File: config.mk
export PLATFORM = sky130hd
export DESIGN_NAME = clkcfg_smb_slave
export DESIGN_NICKNAME = d
export VERILOG_FILES = /design/src/rtl/clkcfg_pkg.sv /design/src/rtl/smb_line_sync.sv /design/src/rtl/cfg_reg_bank.sv /design/src/rtl/smb_proto_fsm.sv /design/src/rtl/clkcfg_smb_slave.sv
export SDC_FILE = /design/constraint.sdc
export NUM_CORES = 1
export LEC_CHECK = 0
export ABC_AREA = 1
export BUFFER_PORTS_ARGS = -buffer_cell sky130_fd_sc_hd__buf_2
export CAP_MARGIN = 20
export CORE_MARGIN = 2
export CORE_UTILIZATION = 58
export CTS_BUF_LIST = sky130_fd_sc_hd__clkbuf_16
export CTS_CLUSTER_SIZE = 10
export DETAILED_ROUTE_END_ITERATION = 12
export PLACE_DENSITY_LB_ADDON = 0.1
export SLEW_MARGIN = 20
export SYNTH_ARGS = -nofsm -noshare
export SYNTH_HDL_FRONTEND = slang
export SYNTH_SLANG_ARGS = --single-unit
File: constraint.sdc
create_clock -name clk -period 1.93 [get_ports clk]
set_input_delay 0.193 -clock clk [delete_from_list [all_inputs] [get_ports clk]]
set_output_delay 0.193 -clock clk [all_outputs]
set_load 0.05 [all_outputs]
File: src/rtl/clkcfg_pkg.sv
// Package for the clock configuration slave. It holds the protocol state
// encodings and the width of the register pointer.
// Assumption: at most 128 registers, because the command offset has 7 bits.
package clkcfg_pkg;

    localparam int PTR_W = 8;

    typedef enum logic [2:0] {
        ST_IDLE,
        ST_RX,
        ST_ACK,
        ST_TX,
        ST_RACK
    } smb_state_t;

    typedef enum logic [1:0] {
        RL_ADDR,
        RL_CMD,
        RL_DATA
    } smb_role_t;

endpackage

File: src/rtl/smb_line_sync.sv
// Re-times SCLK and SDATA onto the system clock and finds the bus events on them.
// Assumption: both lines idle high; the event outputs are single-cycle pulses.
module smb_line_sync (
    input  logic clk,
    input  logic rst_n,
    input  logic scl_i,
    input  logic sda_i,
    output logic scl_s,
    output logic sda_s,
    output logic scl_rise,
    output logic scl_fall,
    output logic start_det,
    output logic stop_det
);
    logic [1:0] scl_ff, sda_ff;
    logic       scl_d, sda_d;

    // Two-flop synchronisers plus one delayed copy of each line for edge finding.
    always_ff @(posedge clk) begin
        if (!rst_n) begin
            scl_ff <= 2'b11;
            sda_ff <= 2'b11;
            scl_d  <= 1'b1;
            sda_d  <= 1'b1;
        end else begin
            scl_ff <= {scl_ff[0], scl_i};
            sda_ff <= {sda_ff[0], sda_i};
            scl_d  <= scl_ff[1];
            sda_d  <= sda_ff[1];
        end
    end

    // Edge and bus-condition decode on the re-timed levels.
    always_comb begin
        scl_s     = scl_ff[1];
        sda_s     = sda_ff[1];
        scl_rise  = scl_s & ~scl_d;
        scl_fall  = ~scl_s & scl_d;
        start_det = scl_s & scl_d & sda_d & ~sda_s;
        stop_det  = scl_s & scl_d & ~sda_d & sda_s;
    end
endmodule

File: src/rtl/cfg_reg_bank.sv
// Register bank holding the configuration bytes, with one write port and one
// read port.
// Assumption: an index at or beyond NUM_REGS writes nothing and reads 0x00.
module cfg_reg_bank #(
    parameter int                    NUM_REGS = 8,
    parameter logic [NUM_REGS*8-1:0] DEFAULTS = 64'h8765_4321_0FED_CBA9
) (
    input  logic                        clk,
    input  logic                        rst_n,
    input  logic                        wr_en,
    input  logic [clkcfg_pkg::PTR_W-1:0] wr_idx,
    input  logic [7:0]                  wr_data,
    input  logic [clkcfg_pkg::PTR_W-1:0] rd_idx,
    output logic [7:0]                  rd_data,
    output logic [NUM_REGS*8-1:0]       cfg_out
);
    import clkcfg_pkg::*;

    logic [7:0] regs [NUM_REGS];

    for (genvar i = 0; i < NUM_REGS; i++) begin : g_reg
        // One configuration byte, loaded with its default at reset.
        always_ff @(posedge clk) begin
            if (!rst_n)
                regs[i] <= DEFAULTS[i*8 +: 8];
            else if (wr_en && wr_idx == PTR_W'(i))
                regs[i] <= wr_data;
        end
        assign cfg_out[i*8 +: 8] = regs[i];
    end

    // Read mux; an index outside the bank gives zero.
    always_comb begin
        rd_data = 8'h00;
        for (int i = 0; i < NUM_REGS; i++)
            if (rd_idx == PTR_W'(i))
                rd_data = regs[i];
    end
endmodule

File: src/rtl/smb_proto_fsm.sv
// Byte-level protocol engine. It shifts bits in and out, matches the address,
// drives acknowledges, decodes the command byte and steps the register pointer.
// Assumption: the inputs come from smb_line_sync; SDATA is changed only after a
// re-timed SCLK fall; START and STOP take priority over everything else.
module smb_proto_fsm #(
    parameter int         NUM_REGS = 8,
    parameter logic [6:0] DEV_ADDR = 7'h69
) (
    input  logic                         clk,
    input  logic                         rst_n,
    input  logic                         sda_s,
    input  logic                         scl_rise,
    input  logic                         scl_fall,
    input  logic                         start_det,
    input  logic                         stop_det,
    input  logic [7:0]                   rd_data,
    output logic                         sda_oe,
    output logic                         wr_en,
    output logic [clkcfg_pkg::PTR_W-1:0] wr_idx,
    output logic [7:0]                   wr_data,
    output logic [clkcfg_pkg::PTR_W-1:0] rd_idx
);
    import clkcfg_pkg::*;

    localparam logic [PTR_W-1:0] PTR_DEAD = '1;

    smb_state_t       state;
    smb_role_t        role;
    logic [3:0]       bit_cnt;
    logic [7:0]       shreg;
    logic             is_read;
    logic             byte_mode;
    logic [6:0]       cmd_off;
    logic [PTR_W-1:0] ptr;
    logic             cnt_pend;
    logic             m_nack;
    logic [7:0]       tx_byte;
    logic [PTR_W-1:0] ptr_adv;

    // Next outgoing byte and the pointer after one access.
    always_comb begin
        tx_byte = cnt_pend ? 8'(NUM_REGS) : rd_data;
        if (byte_mode || ptr == PTR_DEAD)
            ptr_adv = PTR_DEAD;
        else
            ptr_adv = ptr + 1'b1;
        rd_idx = ptr;
    end

    // Protocol sequencer: one step per re-timed SCLK edge or bus condition.
    always_ff @(posedge clk) begin
        if (!rst_n) begin
            state     <= ST_IDLE;
            role      <= RL_ADDR;
            bit_cnt   <= '0;
            shreg     <= '0;
            is_read   <= 1'b0;
            byte_mode <= 1'b0;
            cmd_off   <= '0;
            ptr       <= '0;
            cnt_pend  <= 1'b0;
            m_nack    <= 1'b0;
            sda_oe    <= 1'b0;
            wr_en     <= 1'b0;
            wr_idx    <= '0;
            wr_data   <= '0;
        end else begin
            wr_en <= 1'b0;
            if (start_det) begin
                state   <= ST_RX;
                role    <= RL_ADDR;
                bit_cnt <= '0;
                sda_oe  <= 1'b0;
            end else if (stop_det) begin
                state  <= ST_IDLE;
                sda_oe <= 1'b0;
            end else begin
                case (state)
                    ST_RX: begin
                        if (scl_rise && bit_cnt < 4'd8) begin
                            shreg   <= {shreg[6:0], sda_s};
                            bit_cnt <= bit_cnt + 4'd1;
                        end else if (scl_fall && bit_cnt == 4'd8) begin
                            state  <= ST_ACK;
                            sda_oe <= 1'b1;
                            case (role)
                                RL_ADDR: begin
                                    if (shreg[7:1] == DEV_ADDR) begin
                                        is_read  <= shreg[0];
                                        ptr      <= byte_mode ? {1'b0, cmd_off} : '0;
                                        cnt_pend <= ~byte_mode;
                                    end else begin
                                        state  <= ST_IDLE;
                                        sda_oe <= 1'b0;
                                    end
                                end
                                RL_CMD: begin
                                    byte_mode <= shreg[7];
                                    cmd_off   <= shreg[6:0];
                                    ptr       <= shreg[7] ? {1'b0, shreg[6:0]} : '0;
                                    cnt_pend  <= ~shreg[7];
                                end
                                default: begin
                                    if (cnt_pend) begin
                                        cnt_pend <= 1'b0;
                                    end else begin
                                        wr_en   <= 1'b1;
                                        wr_idx  <= ptr;
                                        wr_data <= shreg;
                                        ptr     <= ptr_adv;
                                    end
                                end
                            endcase
                        end
                    end
                    ST_ACK: begin
                        if (scl_fall) begin
                            bit_cnt <= '0;
                            if (role == RL_ADDR && is_read) begin
                                state  <= ST_TX;
                                shreg  <= tx_byte;
                                sda_oe <= ~tx_byte[7];
                                if (cnt_pend) cnt_pend <= 1'b0;
                                else          ptr      <= ptr_adv;
                            end else begin
                                state  <= ST_RX;
                                sda_oe <= 1'b0;
                                role   <= (role == RL_ADDR) ? RL_CMD : RL_DATA;
                            end
                        end
                    end
                    ST_TX: begin
                        if (scl_fall) begin
                            if (bit_cnt == 4'd7) begin
                                state  <= ST_RACK;
                                sda_oe <= 1'b0;
                            end else begin
                                shreg   <= {shreg[6:0], 1'b0};
                                sda_oe  <= ~shreg[6];
                                bit_cnt <= bit_cnt + 4'd1;
                            end
                        end
                    end
                    ST_RACK: begin
                        if (scl_rise) begin
                            m_nack <= sda_s;
                        end else if (scl_fall) begin
                            if (m_nack) begin
                                state <= ST_IDLE;
                            end else begin
                                state   <= ST_TX;
                                bit_cnt <= '0;
                                shreg   <= tx_byte;
                                sda_oe  <= ~tx_byte[7];
                                if (cnt_pend) cnt_pend <= 1'b0;
                                else          ptr      <= ptr_adv;
                            end
                        end
                    end
                    default: ;
                endcase
            end
        end
    end
endmodule

File: src/rtl/clkcfg_smb_slave.sv
// Top of the clock configuration slave: line synchroniser, protocol engine
// and register bank.
// Assumption: clk runs at least about 8 times faster than SCLK; the open-drain
// pad (drive low while sda_oe is 1) sits outside this block.
module clkcfg_smb_slave #(
    parameter int                    NUM_REGS = 8,
    parameter logic [6:0]            DEV_ADDR = 7'h69,
    parameter logic [NUM_REGS*8-1:0] DEFAULTS = 64'h8765_4321_0FED_CBA9
) (
    input  logic                  clk,
    input  logic                  rst_n,
    input  logic                  scl_i,
    input  logic                  sda_i,
    output logic                  sda_oe,
    output logic [NUM_REGS*8-1:0] cfg_out
);
    import clkcfg_pkg::*;

    logic             scl_s, sda_s, scl_rise, scl_fall, start_det, stop_det;
    logic             wr_en;
    logic [PTR_W-1:0] wr_idx, rd_idx;
    logic [7:0]       wr_data, rd_data;

    smb_line_sync u_sync (
        .clk       (clk),
        .rst_n     (rst_n),
        .scl_i     (scl_i),
        .sda_i     (sda_i),
        .scl_s     (scl_s),
        .sda_s     (sda_s),
        .scl_rise  (scl_rise),
        .scl_fall  (scl_fall),
        .start_det (start_det),
        .stop_det  (stop_det)
    );

    smb_proto_fsm #(.NUM_REGS(NUM_REGS), .DEV_ADDR(DEV_ADDR)) u_fsm (
        .clk       (clk),
        .rst_n     (rst_n),
        .sda_s     (sda_s),
        .scl_rise  (scl_rise),
        .scl_fall  (scl_fall),
        .start_det (start_det),
        .stop_det  (stop_det),
        .rd_data   (rd_data),
        .sda_oe    (sda_oe),
        .wr_en     (wr_en),
        .wr_idx    (wr_idx),
        .wr_data   (wr_data),
        .rd_idx    (rd_idx)
    );

    cfg_reg_bank #(.NUM_REGS(NUM_REGS), .DEFAULTS(DEFAULTS)) u_bank (
        .clk     (clk),
        .rst_n   (rst_n),
        .wr_en   (wr_en),
        .wr_idx  (wr_idx),
        .wr_data (wr_data),
        .rd_idx  (rd_idx),
        .rd_data (rd_data),
        .cfg_out (cfg_out)
    );
endmodule

==> impl_metrics.yaml <==
sta:
  skew_ps: 8.10
  tightest_slew_ps: 709
  final.period_utilization: 0.960
  tns_ps: 0
  setup_viol: 0
  fin_ws_ps: 76.3
  slew_headroom: 0.527
  hold_violations: 0
  fmax_ghz: 0.539
  rsz0062_at_grt: "yes"
  post-route-min-period_ps: 1850
  finalMaxSlewViolations: 0
synthesis:
  synth_area_um2: 6030
  yosysWarnings: 0
  avgSynthCellArea_um2: 8.39
  ys_async_sr_fraction: 0
  synth-seq-cells: 124
  synth_cell_types: 46
  synth_edf_count: 64
  synthCells: 719
  seq_area_frac_synth: 0.518
  synth_ff_type: "edfxtp_1"
  syn_nets: 729
layout:
  fin_cells: 992
  final_cell_mix: "138 x nand2_1, 109 x nor2_1, 70 x inv_1"
  drive_above_1_share: 0.264
  fin_util: 0.741
  num-fill-cells: 773
  mostFrequentLayoutCell: "nand2_1"
  nNetsFinal: 853
  syn2layout_area_growth_pct: 25.8
  antenna_cells: 0
critical_path:
  end_kind: "flop"
  cp.required_ps: 2230
  crit_path_frequent_cell: "nand2_1"
  cp-start-kind: "flop"
  cp_cell_sequence: "ha_2 -> inv_2 -> nor2_4 -> nand2_4 -> buf_6 -> o21ai_0 -> o21ai_1 -> o21ai_0 -> nand3_1 -> nand2_1 -> nand2_1 -> nand2_1 -> a21oi_2"
  worstSetupPathType: "reg -> reg"
  crit_arrival_ps: 2160
  cp_slowest_cell: "dfxtp_2"
  critPathMaxStageDelay_ps: 400
  cp_max_fo: 8
cts:
  cts_tree: "built"
  clkLatencyLatePin_ps: 420
  cts_sinks: 124
  cts_inserted_buffers: 17
  clkTransAtPathRegs_ps: 50
  htreeDepth: 4
  cts_buffer_depth: 2
  cts-root-buf: "clkbuf_16"
routing:
  drt_iter0_drc: 429
  wl_per_cell_um: 17.1
  ant_nets: 0
  dr_total_vias: 5641
  vias_per_cell: 5.69
  routed_wirelength_um: 17000
  drtPass1Iterations: 7
  drc_errors: 0
global_route:
  grt_remaining_overflow: 0
  grt_max_degree: 39
  antenna_found_initial: 0
  grt_pass1_vias: 5122
  grtUsageTotal: 0.302
  grt_first_pass_wirelength_um: 25800
die:
  start_util: 0.589
  num_rows: 37
  dieHeight_um: 106
  die_w_um: 106
  core_um2: 10200
  ios: 69
  die-area_um2: 11200
power_and_ir_drop:
  power_density_nw_per_um2: 910
  power_leakage_nw: 2.86
  vdd_drop_max_uv: 562
min_path:
  min_path_type: "in -> reg"
job:
  maxCapViolCount: 0
placement:
  dpl.hpwl_um: 12000
  port_buffers: 68
  routabilityCongestion: 0.917
  dp.cells: 942
  place_ws_ps: -130
status:
  status: "finished, final reports clean"
power breakdown:
group	internal (W)	leakage, nW	switching, W	total [W]
Combinational	0.000378	1.55	0.000749	0.00113
Sequential	0.00286	1.03	0.0000772	0.00294
Clock	0.00174	0.283	0.00109	0.00283
cell type report:
| cell class | count | area (um2) | share of cell area |
|---|---|---|---|
| clock inverters | 13 | 58.8 | 0.00775 |
| inverters | 86 | 359 | 0.0473 |
| repair buffers | 120 | 756 | 0.0996 |
| multi-input cells | 494 | 2630 | 0.347 |
| well taps | 136 | 170 | 0.0224 |
| clock buffers | 19 | 475 | 0.0627 |
| flip-flops and latches | 124 | 3130 | 0.413 |
worst paths after layout:
kind	to	depth (start not counted)	start	slack (ps)
max	u_fsm.shreg[6]	13	u_fsm.rd_idx[0]	80
min reg2reg	u_sync.scl_ff[1]	1	u_sync.scl_ff[0]	410
max reg2reg	u_fsm.shreg[6]	13	u_fsm.rd_idx[0]	80
min	u_sync.scl_d	3	rst_n	280
worst max-delay path: cells and delay by family, from the launching register on:
kind / cells / cell delay (ps)
fa+ha+maj: 1 / 200
compound gates: 4 / 430
simple gates: 6 / 500
buf+inv: 2 / 190
flops: 1 / 400
cells in the mapped netlist (2+ instances only):
library cell / instances / area share
a211oi_1: 20 / 0.025
a21oi_1: 61 / 0.051
buf_2: 6 / 0.0050
clkbuf_1: 8 / 0.0050
dfxtp_1: 60 / 0.20
edfxtp_1: 64 / 0.32
ha_1: 6 / 0.012
inv_1: 71 / 0.044
inv_2: 9 / 0.0056
inv_4: 2 / 0.0021
nand2_1: 139 / 0.087
nand2_2: 4 / 0.0041
nand2_4: 3 / 0.0056
nand3_1: 30 / 0.025
nand3_4: 3 / 0.0087
nand4_1: 5 / 0.0052
nor2_1: 114 / 0.071
nor2_2: 3 / 0.0031
nor2_4: 4 / 0.0075
nor3_1: 16 / 0.013
nor3_4: 3 / 0.0081
nor4_1: 3 / 0.0031
o211ai_1: 3 / 0.0037
o21ai_0: 38 / 0.032
o21ai_1: 7 / 0.0058
o21ai_2: 2 / 0.0029
o22ai_1: 10 / 0.010
or2_2: 5 / 0.0052
xor2_1: 3 / 0.0044
layer usage:
layer  vias to the layer above  global-route usage  share of wire  wire (um)
li1                       2672                   -              -          -
met5                         -                   0              0          0
met4                         0               0.134          0.037        625
met3                        57              0.0693          0.077       1310
met1                      2609               0.379           0.40       6740
met2                       303               0.501           0.49       8330
metrics by stage:
stage / total power [W] / hold slack (ps) / area (um2)
5_1_grt: 0.00717 / 275 / 7580
6_report: 0.00690 / 280 / 7580
3_5_place_dp: 0.00401 / 386 / 6740
4_1_cts: 0.00681 / 269 / 7320
2_1_floorplan: 0.00368 / 300 / 6030
3_3_place_gp: 0.00400 / 382 / 6740
kinds of logic after synthesis:
kind of cell	count (synthesis)	share of synthesized area
AOI/OAI and AO/OA	147	0.140
and+or+nand+nor	337	0.255
xor gates and xnor gates	3	0.00436
buffers and inverters	102	0.0706
DFF	124	0.518
adders and majority gates	6	0.0125
flip-flops by register name, summed over array words and instances, names as in the netlist, 3 cells and up:
name and count:
u_bank.regs 64, u_fsm.rd_idx 8, u_fsm.shreg 8, u_fsm.wr_data 8, u_fsm.wr_idx 8, u_fsm.cmd_off 7, u_fsm.bit_cnt 4, u_fsm.state 3
what timing repair did:
item | 4_1_cts | 5_1_grt
hold buffers | 2 | 0
setup buffers | 2 | 13
setup endpoints to repair | 8 | 32
pin swaps | 1 | 13
gates resized for setup | 2 | 48
gates cloned | 0 | 1
hold endpoints to repair | 2 | 0
Power figures use the tool's default switching activity.
